<file path="src/rtl/fe_sync_mem.sv">
module fe_sync_mem #(
  parameter int ADDR_W = 6,
  parameter int DATA_W = 32,
  parameter int WPL    = 4
) (
  input  logic              clk,
  input  logic              rst_n,
  input  logic              req_valid,
  input  logic [2:0]        req_op,
  input  logic [ADDR_W-1:0] req_addr,
  input  logic [DATA_W-1:0] req_wdata,
  output logic              rsp_valid,
  output logic [DATA_W-1:0] rsp_rdata,
  output logic              rsp_full,
  output logic              rsp_trap
);
  localparam int DEPTH  = 1 << ADDR_W;
  localparam int OFF_W  = $clog2(WPL);
  localparam int LINES  = DEPTH / WPL;
  localparam int LINE_W = ADDR_W - OFF_W;

  localparam logic [2:0] OP_LD       = 3'd0;
  localparam logic [2:0] OP_ST       = 3'd1;
  localparam logic [2:0] OP_LD_GUARD = 3'd2;
  localparam logic [2:0] OP_LD_TAKE  = 3'd3;
  localparam logic [2:0] OP_ST_FILL  = 3'd4;
  localparam logic [2:0] OP_ST_GUARD = 3'd5;

  logic [DATA_W-1:0] words [DEPTH];
  logic [WPL-1:0]    tags  [LINES];

  logic [LINE_W-1:0] line;
  logic [OFF_W-1:0]  off;
  logic [DATA_W-1:0] cur_data;
  logic              cur_tag;
  logic              trap, data_we, tag_we, tag_nxt;

  assign line     = req_addr[ADDR_W-1:OFF_W];
  assign off      = req_addr[OFF_W-1:0];
  assign cur_data = words[req_addr];
  assign cur_tag  = tags[line][off];

  always_comb begin
    trap    = 1'b0;
    data_we = 1'b0;
    tag_we  = 1'b0;
    tag_nxt = cur_tag;
    unique case (req_op)
      OP_ST:       data_we = 1'b1;
      OP_LD_GUARD: trap = ~cur_tag;
      OP_LD_TAKE: begin
        trap    = ~cur_tag;
        tag_we  = cur_tag;
        tag_nxt = 1'b0;
      end
      OP_ST_FILL: begin
        data_we = 1'b1;
        tag_we  = 1'b1;
        tag_nxt = 1'b1;
      end
      OP_ST_GUARD: begin
        trap    = cur_tag;
        data_we = ~cur_tag;
        tag_we  = ~cur_tag;
        tag_nxt = 1'b1;
      end
      default: ;
    endcase
  end

  always_ff @(posedge clk) begin
    if (!rst_n) begin
      for (int i = 0; i < DEPTH; i++) words[i] <= '0;
      for (int j = 0; j < LINES; j++) tags[j] <= '0;
      rsp_valid <= 1'b0;
      rsp_rdata <= '0;
      rsp_full  <= 1'b0;
      rsp_trap  <= 1'b0;
    end else begin
      rsp_valid <= req_valid;
      if (req_valid) begin
        rsp_rdata <= cur_data;
        rsp_full  <= cur_tag;
        rsp_trap  <= trap;
        if (data_we) words[req_addr] <= req_wdata;
        if (tag_we)  tags[line][off] <= tag_nxt;
      end else begin
        rsp_trap <= 1'b0;
      end
    end
  end
endmodule

</file>
<file path="config.mk">
export PLATFORM = sky130hd
export DESIGN_NAME = fe_sync_mem
export DESIGN_NICKNAME = d
export VERILOG_FILES = /design/src/rtl/fe_sync_mem.sv
export SDC_FILE = /design/constraint.sdc
export NUM_CORES = 2
export LEC_CHECK = 0
export CAP_MARGIN = 0
export CORE_MARGIN = 1.5
export CORE_UTILIZATION = 60
export DETAILED_ROUTE_END_ITERATION = 7
export PLACE_DENSITY = 0.86
export SLEW_MARGIN = 20
export SYNTH_ARGS = -nofsm -noshare
export SYNTH_HDL_FRONTEND = slang
export SYNTH_SLANG_ARGS = --single-unit
</file>
<file path="constraint.sdc">
create_clock -name clk -period 16.7 [get_ports clk]
set_input_delay 5.01 -clock clk [delete_from_list [all_inputs] [get_ports clk]]
set_output_delay 5.01 -clock clk [all_outputs]
set_load 0.05 [all_outputs]
</file>
==> impl_table.tex <==
\begin{tabular}{lr}
\hline
Metric & Value \\
\hline
\multicolumn{2}{l}{\textbf{Clocking}} \\
Clock-pin slew on the worst setup and hold paths & 0.07 ns \\
Number of H-tree levels & 4 \\
Clk\_lat worst skew & around 0.88 ns \\
Setup Fix Bufs, Post-CTS & 0 \\
Num CTS Buffers & about 200 \\
Clock buffer depth & 3 \\
Post-cts hold buffer count & 0 \\
CTS sink cnt & between 2000 and 2500 \\
Clk root buf & sky130\_fd\_sc\_hd\_\_clkbuf\_16 \\
Total of cells resized after clock tree synthesis & 0 \\
TritonCTS clock tree & done \\
\multicolumn{2}{l}{\textbf{Global routing}} \\
Via count of the first global-routing pass & between 50000 and 60000 \\
Overflow left after global routing & 0 \\
Initial antenna violation count & 32 \\
Global-route wire length before repair & $\sim$400 mm \\
Maximum number of pins on one net before global-route repair & 140 \\
Overall routing resource usage & 34.56\% \\
\multicolumn{2}{l}{\textbf{Yosys}} \\
Yosys warns & 0 \\
Share of synthesized area spent on multiplexers & between 10\% and 20\% \\
Total of flip-flops plus latches after synthesis & 2147 \\
Synthesized-area fraction occupied by adder cells & 0\% \\
Post-synth EDFFs & about 2100 \\
Unique masters post-synth & 48 \\
Number of nets in the synthesized netlist & between 6000 and 7000 \\
Synthesized area per cell & 15.73 µm² \\
Cells after Synth & 6224 \\
Complex-gate fraction of the synthesized area & $\sim$2.1\% \\
Synth Cell Area & $\sim$98000 µm² \\
Share of flip-flops with an asynchronous set or reset & 0\% \\
Top flip-flop cell by instance count after synthesis & sky130\_fd\_sc\_hd\_\_edfxtp\_1 \\
Xor and xnor area share after synthesis & 0\% \\
Simple logic cell fraction of the synthesized area & between 10\% and 20\% \\
Sequential share of the synthesized area & $\sim$66\% \\
Combinational family with the most area after synthesis & simple AND/OR/NAND/NOR gates \\
\multicolumn{2}{l}{\textbf{STA}} \\
Fmax & 0.1028 GHz \\
Post-route worst hold slack & around 0.61 ns \\
Normalized max-slew margin & approximately 17\% \\
Total count of max-transition violations in the final report & 0 \\
Setup violators final & 0 \\
Tmin final & 9.727 ns \\
Setup TNS after final layout & 0 ns \\
Worst-Margin Slew & between 1 and 1.5 ns \\
RSZ-0062 raised after global routing & no \\
Endpoints failing hold & 0 \\
Worst clock skew & 0.05725 ns \\
Final worst path period share & between 50\% and 60\% \\
\multicolumn{2}{l}{\textbf{Job}} \\
Total of max-cap violations & 0 \\
\multicolumn{2}{l}{\textbf{Worst setup path}} \\
Most common cell on crit path & sky130\_fd\_sc\_hd\_\_buf\_4 \\
Kind of capture point of the worst setup path & flip-flop \\
Top cell family by delay on the critical path & buffers and inverters \\
Req. time, crit path & approximately 17 ns \\
Worst path bufs/invs & 4 \\
Arrival time of the worst setup path & a little over 10 ns \\
Crit Path Class & input port to flip-flop \\
Crit-path slowest cell & sky130\_fd\_sc\_hd\_\_clkinv\_1 \\
Largest incremental delay on the critical path & between 0.8 and 0.9 ns \\
Sequence of cells on the critical path & buf\_6 -> clkinv\_1 -> o2111ai\_1 -> nand4\_1 -> a41oi\_4 -> buf\_4 -> buf\_4 -> and3\_4 -> nand2b\_2 \\
Worst-path fanout max & 52 \\
Critical path launch point type & input port \\
\multicolumn{2}{l}{\textbf{Finish}} \\
Register area & 64120 µm² \\
Area used by multi-input combinational logic & about 31000 µm² \\
Layout Utilization & about two thirds \\
\# fillers & just over 10000 \\
Total Nets Final & between 6000 and 7000 \\
P\&R area growth vs syn & 8.541\% \\
Layout cell share with drive strength beyond 1 & a little under a fifth \\
\multicolumn{2}{l}{\textbf{Die}} \\
Die Ht & roughly 400 µm \\
Number of rows in the core area & 148 \\
Core area & $\sim$160000 µm² \\
Die X & about 410 µm \\
I/O pin count & 79 \\
Starting density of the core & 60.28\% \\
Area of the die & about 170000 µm² \\
\multicolumn{2}{l}{\textbf{Min path}} \\
Class of the tightest hold or removal check & flip-flop to flip-flop \\
\multicolumn{2}{l}{\textbf{Detailed routing}} \\
DR DRC count & 0 \\
Count of TritonRoute iterations in the first routing pass & 6 \\
Violation count after the first detailed-routing iteration & between 9000 and 10000 \\
DRT antenna net count & 0 \\
Routed wire per std cell & roughly 34 µm \\
Via count & roughly 57000 \\
Final Routed Wirelength & 284.0 mm \\
Vias per std cell & approximately 6.9 \\
\multicolumn{2}{l}{\textbf{Placement}} \\
Final RePlAce weighted congestion & $\sim$0.99 \\
Total half-perimeter wirelength after legalization and detailed placement & approximately 160 mm \\
Port Buffer Count & between 70 and 80 \\
\multicolumn{2}{l}{\textbf{Power and ir drop}} \\
Peak ir drop on the vdd network & between 0.0001 and 0.00015 V \\
Leakage power & between 0.03 and 0.04 µW \\
Power per standard cell area & about 110 nW/µm² \\
\multicolumn{2}{l}{\textbf{Run status}} \\
Status & finished, final reports clean \\
\hline
\end{tabular}
==> where the power goes <==
part | leakage [µW] | switching (µW) | internal [µW]
logic | 0.0129 | 633 | 296
clock network | 0.00318 | 2050 | 2530
registers | 0.0213 | 91.4 | 6130
total | 0.0375 | 2770 | 8960
==> worst reg2reg max path, delay by kind of cell (launching register included) <==
kind / cells / cell delay, ns
compound gates: 2 / 0.53
buf+inv: 2 / 1.19
flops: 1 / 0.40
mux: 1 / 0.50
simple gates: 3 / 1.79
==> Yosys cell counts (2+ instances only) <==
master | number | share of area, %
sky130_fd_sc_hd__or2_2 | 2 | 0.013
sky130_fd_sc_hd__nand2b_1 | 46 | 0.29
sky130_fd_sc_hd__buf_4 | 14 | 0.11
sky130_fd_sc_hd__mux2i_1 | 61 | 0.62
sky130_fd_sc_hd__nor2_4 | 20 | 0.23
sky130_fd_sc_hd__a22o_1 | 18 | 0.16
sky130_fd_sc_hd__and3_1 | 147 | 0.94
sky130_fd_sc_hd__nor4_1 | 2 | 0.013
sky130_fd_sc_hd__nand3b_1 | 3 | 0.023
sky130_fd_sc_hd__buf_2 | 152 | 0.78
sky130_fd_sc_hd__nor3_4 | 12 | 0.20
sky130_fd_sc_hd__and3_2 | 2 | 0.015
sky130_fd_sc_hd__inv_1 | 4 | 0.015
sky130_fd_sc_hd__o32ai_1 | 2 | 0.018
sky130_fd_sc_hd__a22oi_1 | 83 | 0.64
sky130_fd_sc_hd__edfxtp_1 | 2112 | 65
sky130_fd_sc_hd__a211oi_1 | 5 | 0.038
sky130_fd_sc_hd__nor2_1 | 122 | 0.47
sky130_fd_sc_hd__a31oi_1 | 6 | 0.038
sky130_fd_sc_hd__clkbuf_1 | 383 | 1.5
sky130_fd_sc_hd__mux2_2 | 22 | 0.25
sky130_fd_sc_hd__nand2_1 | 100 | 0.38
sky130_fd_sc_hd__nand3_1 | 9 | 0.046
sky130_fd_sc_hd__o22ai_1 | 6 | 0.038
sky130_fd_sc_hd__and2_1 | 1923 | 12
sky130_fd_sc_hd__dfxtp_1 | 35 | 0.72
sky130_fd_sc_hd__a21oi_1 | 27 | 0.14
sky130_fd_sc_hd__buf_1 | 54 | 0.21
sky130_fd_sc_hd__nor2b_1 | 8 | 0.051
sky130_fd_sc_hd__a31o_1 | 2 | 0.018
sky130_fd_sc_hd__a221oi_1 | 9 | 0.081
sky130_fd_sc_hd__o31ai_1 | 64 | 0.49
sky130_fd_sc_hd__nor3_1 | 15 | 0.077
sky130_fd_sc_hd__and3_4 | 8 | 0.092
sky130_fd_sc_hd__o21ai_0 | 69 | 0.35
sky130_fd_sc_hd__a21boi_0 | 5 | 0.038
sky130_fd_sc_hd__a41oi_1 | 4 | 0.036
sky130_fd_sc_hd__clkbuf_2 | 35 | 0.18
sky130_fd_sc_hd__mux4_2 | 566 | 13
sky130_fd_sc_hd__nand4_1 | 32 | 0.20
sky130_fd_sc_hd__buf_6 | 28 | 0.32
==> area by class of cell <==
class / count / share of cell area (%)
Timing Repair Buffer: 205 / 1.556
Sequential cell: 2147 / 60.35
Antenna cell: 13 / 0.03062
Tap cell: 2175 / 2.561
Clock buffer: 262 / 5.138
Inverter: 5 / 0.01766
Multi-Input combinational cell: 3406 / 29.34
Clock inverter: 119 / 1.014
==> worst paths after layout <==
kind	start	to	slack, ns	cells after the start
max reg2reg	tags[10][1]	words[51][16]	11.89	8
min reg2reg	rsp_rdata[8]	rsp_rdata[8]	0.61	2
min	rsp_rdata[8]	rsp_rdata[8]	0.61	2
max	req_addr[3]	words[51][16]	6.97	9
==> state kept, by name, indices dropped and copies added, names as in the netlist <==
| name | flops |
|---|---|
| rsp_valid | 1 |
| words | 2048 |
| tags | 64 |
| rsp_full | 1 |
| rsp_trap | 1 |
| rsp_rdata | 32 |
==> routing by layer <==
metal	wire, µm	GRT usage (%)	vias to the layer above
met3	43810	11.13	872
met2	129300	51.79	5067
li1	-	-	22540
met1	92580	45.27	28860
met4	18230	18.62	16
met5	83	0	-
==> logic make-up (layout without fill, tap and decap cells) <==
family	after synthesis	count (layout)
buffers and inverters	671	591
and+or+nand+nor	2452	2452
other	0	13
DFF	2147	2147
AOI/OAI and AO/OA	304	304
muxes	650	650
==> cell usage in the layout (no fill, tap or decap), types with 6 or more instances in the layout <==
| cell type | Yosys | routed |
|---|---|---|
| sky130_fd_sc_hd__a22o_1 | 18 | 18 |
| sky130_fd_sc_hd__o21ai_0 | 69 | 49 |
| sky130_fd_sc_hd__diode_2 | 0 | 13 |
| sky130_fd_sc_hd__mux4_2 | 566 | 566 |
| sky130_fd_sc_hd__and2_1 | 1923 | 1923 |
| sky130_fd_sc_hd__bufinv_16 | 0 | 14 |
| sky130_fd_sc_hd__nand2b_2 | 0 | 40 |
| sky130_fd_sc_hd__and3_1 | 147 | 145 |
| sky130_fd_sc_hd__nor2_4 | 20 | 23 |
| sky130_fd_sc_hd__buf_2 | 152 | 30 |
| sky130_fd_sc_hd__buf_4 | 14 | 128 |
| sky130_fd_sc_hd__o21ai_4 | 0 | 20 |
| sky130_fd_sc_hd__nand3_1 | 9 | 9 |
| sky130_fd_sc_hd__a221oi_1 | 9 | 9 |
| sky130_fd_sc_hd__o22ai_1 | 6 | 6 |
| sky130_fd_sc_hd__clkbuf_1 | 383 | 50 |
| sky130_fd_sc_hd__mux2_2 | 22 | 22 |
| sky130_fd_sc_hd__edfxtp_1 | 2112 | 2112 |
| sky130_fd_sc_hd__and3_4 | 8 | 8 |
| sky130_fd_sc_hd__a21oi_1 | 27 | 27 |
| sky130_fd_sc_hd__nor3_1 | 15 | 12 |
| sky130_fd_sc_hd__mux2i_1 | 61 | 61 |
| sky130_fd_sc_hd__nand2_1 | 100 | 100 |
| sky130_fd_sc_hd__nor3_4 | 12 | 12 |
| sky130_fd_sc_hd__a22oi_1 | 83 | 83 |
| sky130_fd_sc_hd__clkinv_1 | 1 | 52 |
| sky130_fd_sc_hd__clkinv_2 | 0 | 37 |
| sky130_fd_sc_hd__a31oi_1 | 6 | 6 |
| sky130_fd_sc_hd__nand4_1 | 32 | 32 |
| sky130_fd_sc_hd__o31ai_1 | 64 | 64 |
| sky130_fd_sc_hd__clkbuf_16 | 0 | 209 |
| sky130_fd_sc_hd__dfxtp_1 | 35 | 35 |
| sky130_fd_sc_hd__clkdlybuf4s50_1 | 0 | 38 |
| sky130_fd_sc_hd__nor2_1 | 122 | 114 |
| sky130_fd_sc_hd__nand2b_1 | 46 | 6 |
| sky130_fd_sc_hd__nor2b_1 | 8 | 8 |
==> stage by stage <==
stage	cell area [µm²]	instances	setup WS, ns	total power (µW)
finish	106300	8332	6.973	11730
detailed placement	99680	7938	6.362	7219
CTS	106200	8319	7.215	11680
floorplan	97890	6224	7.135	6813
global route	106200	8319	6.952	11930
global placement	99630	7936	6.509	7189
Note: power is estimated with default switching activity, not from simulation.
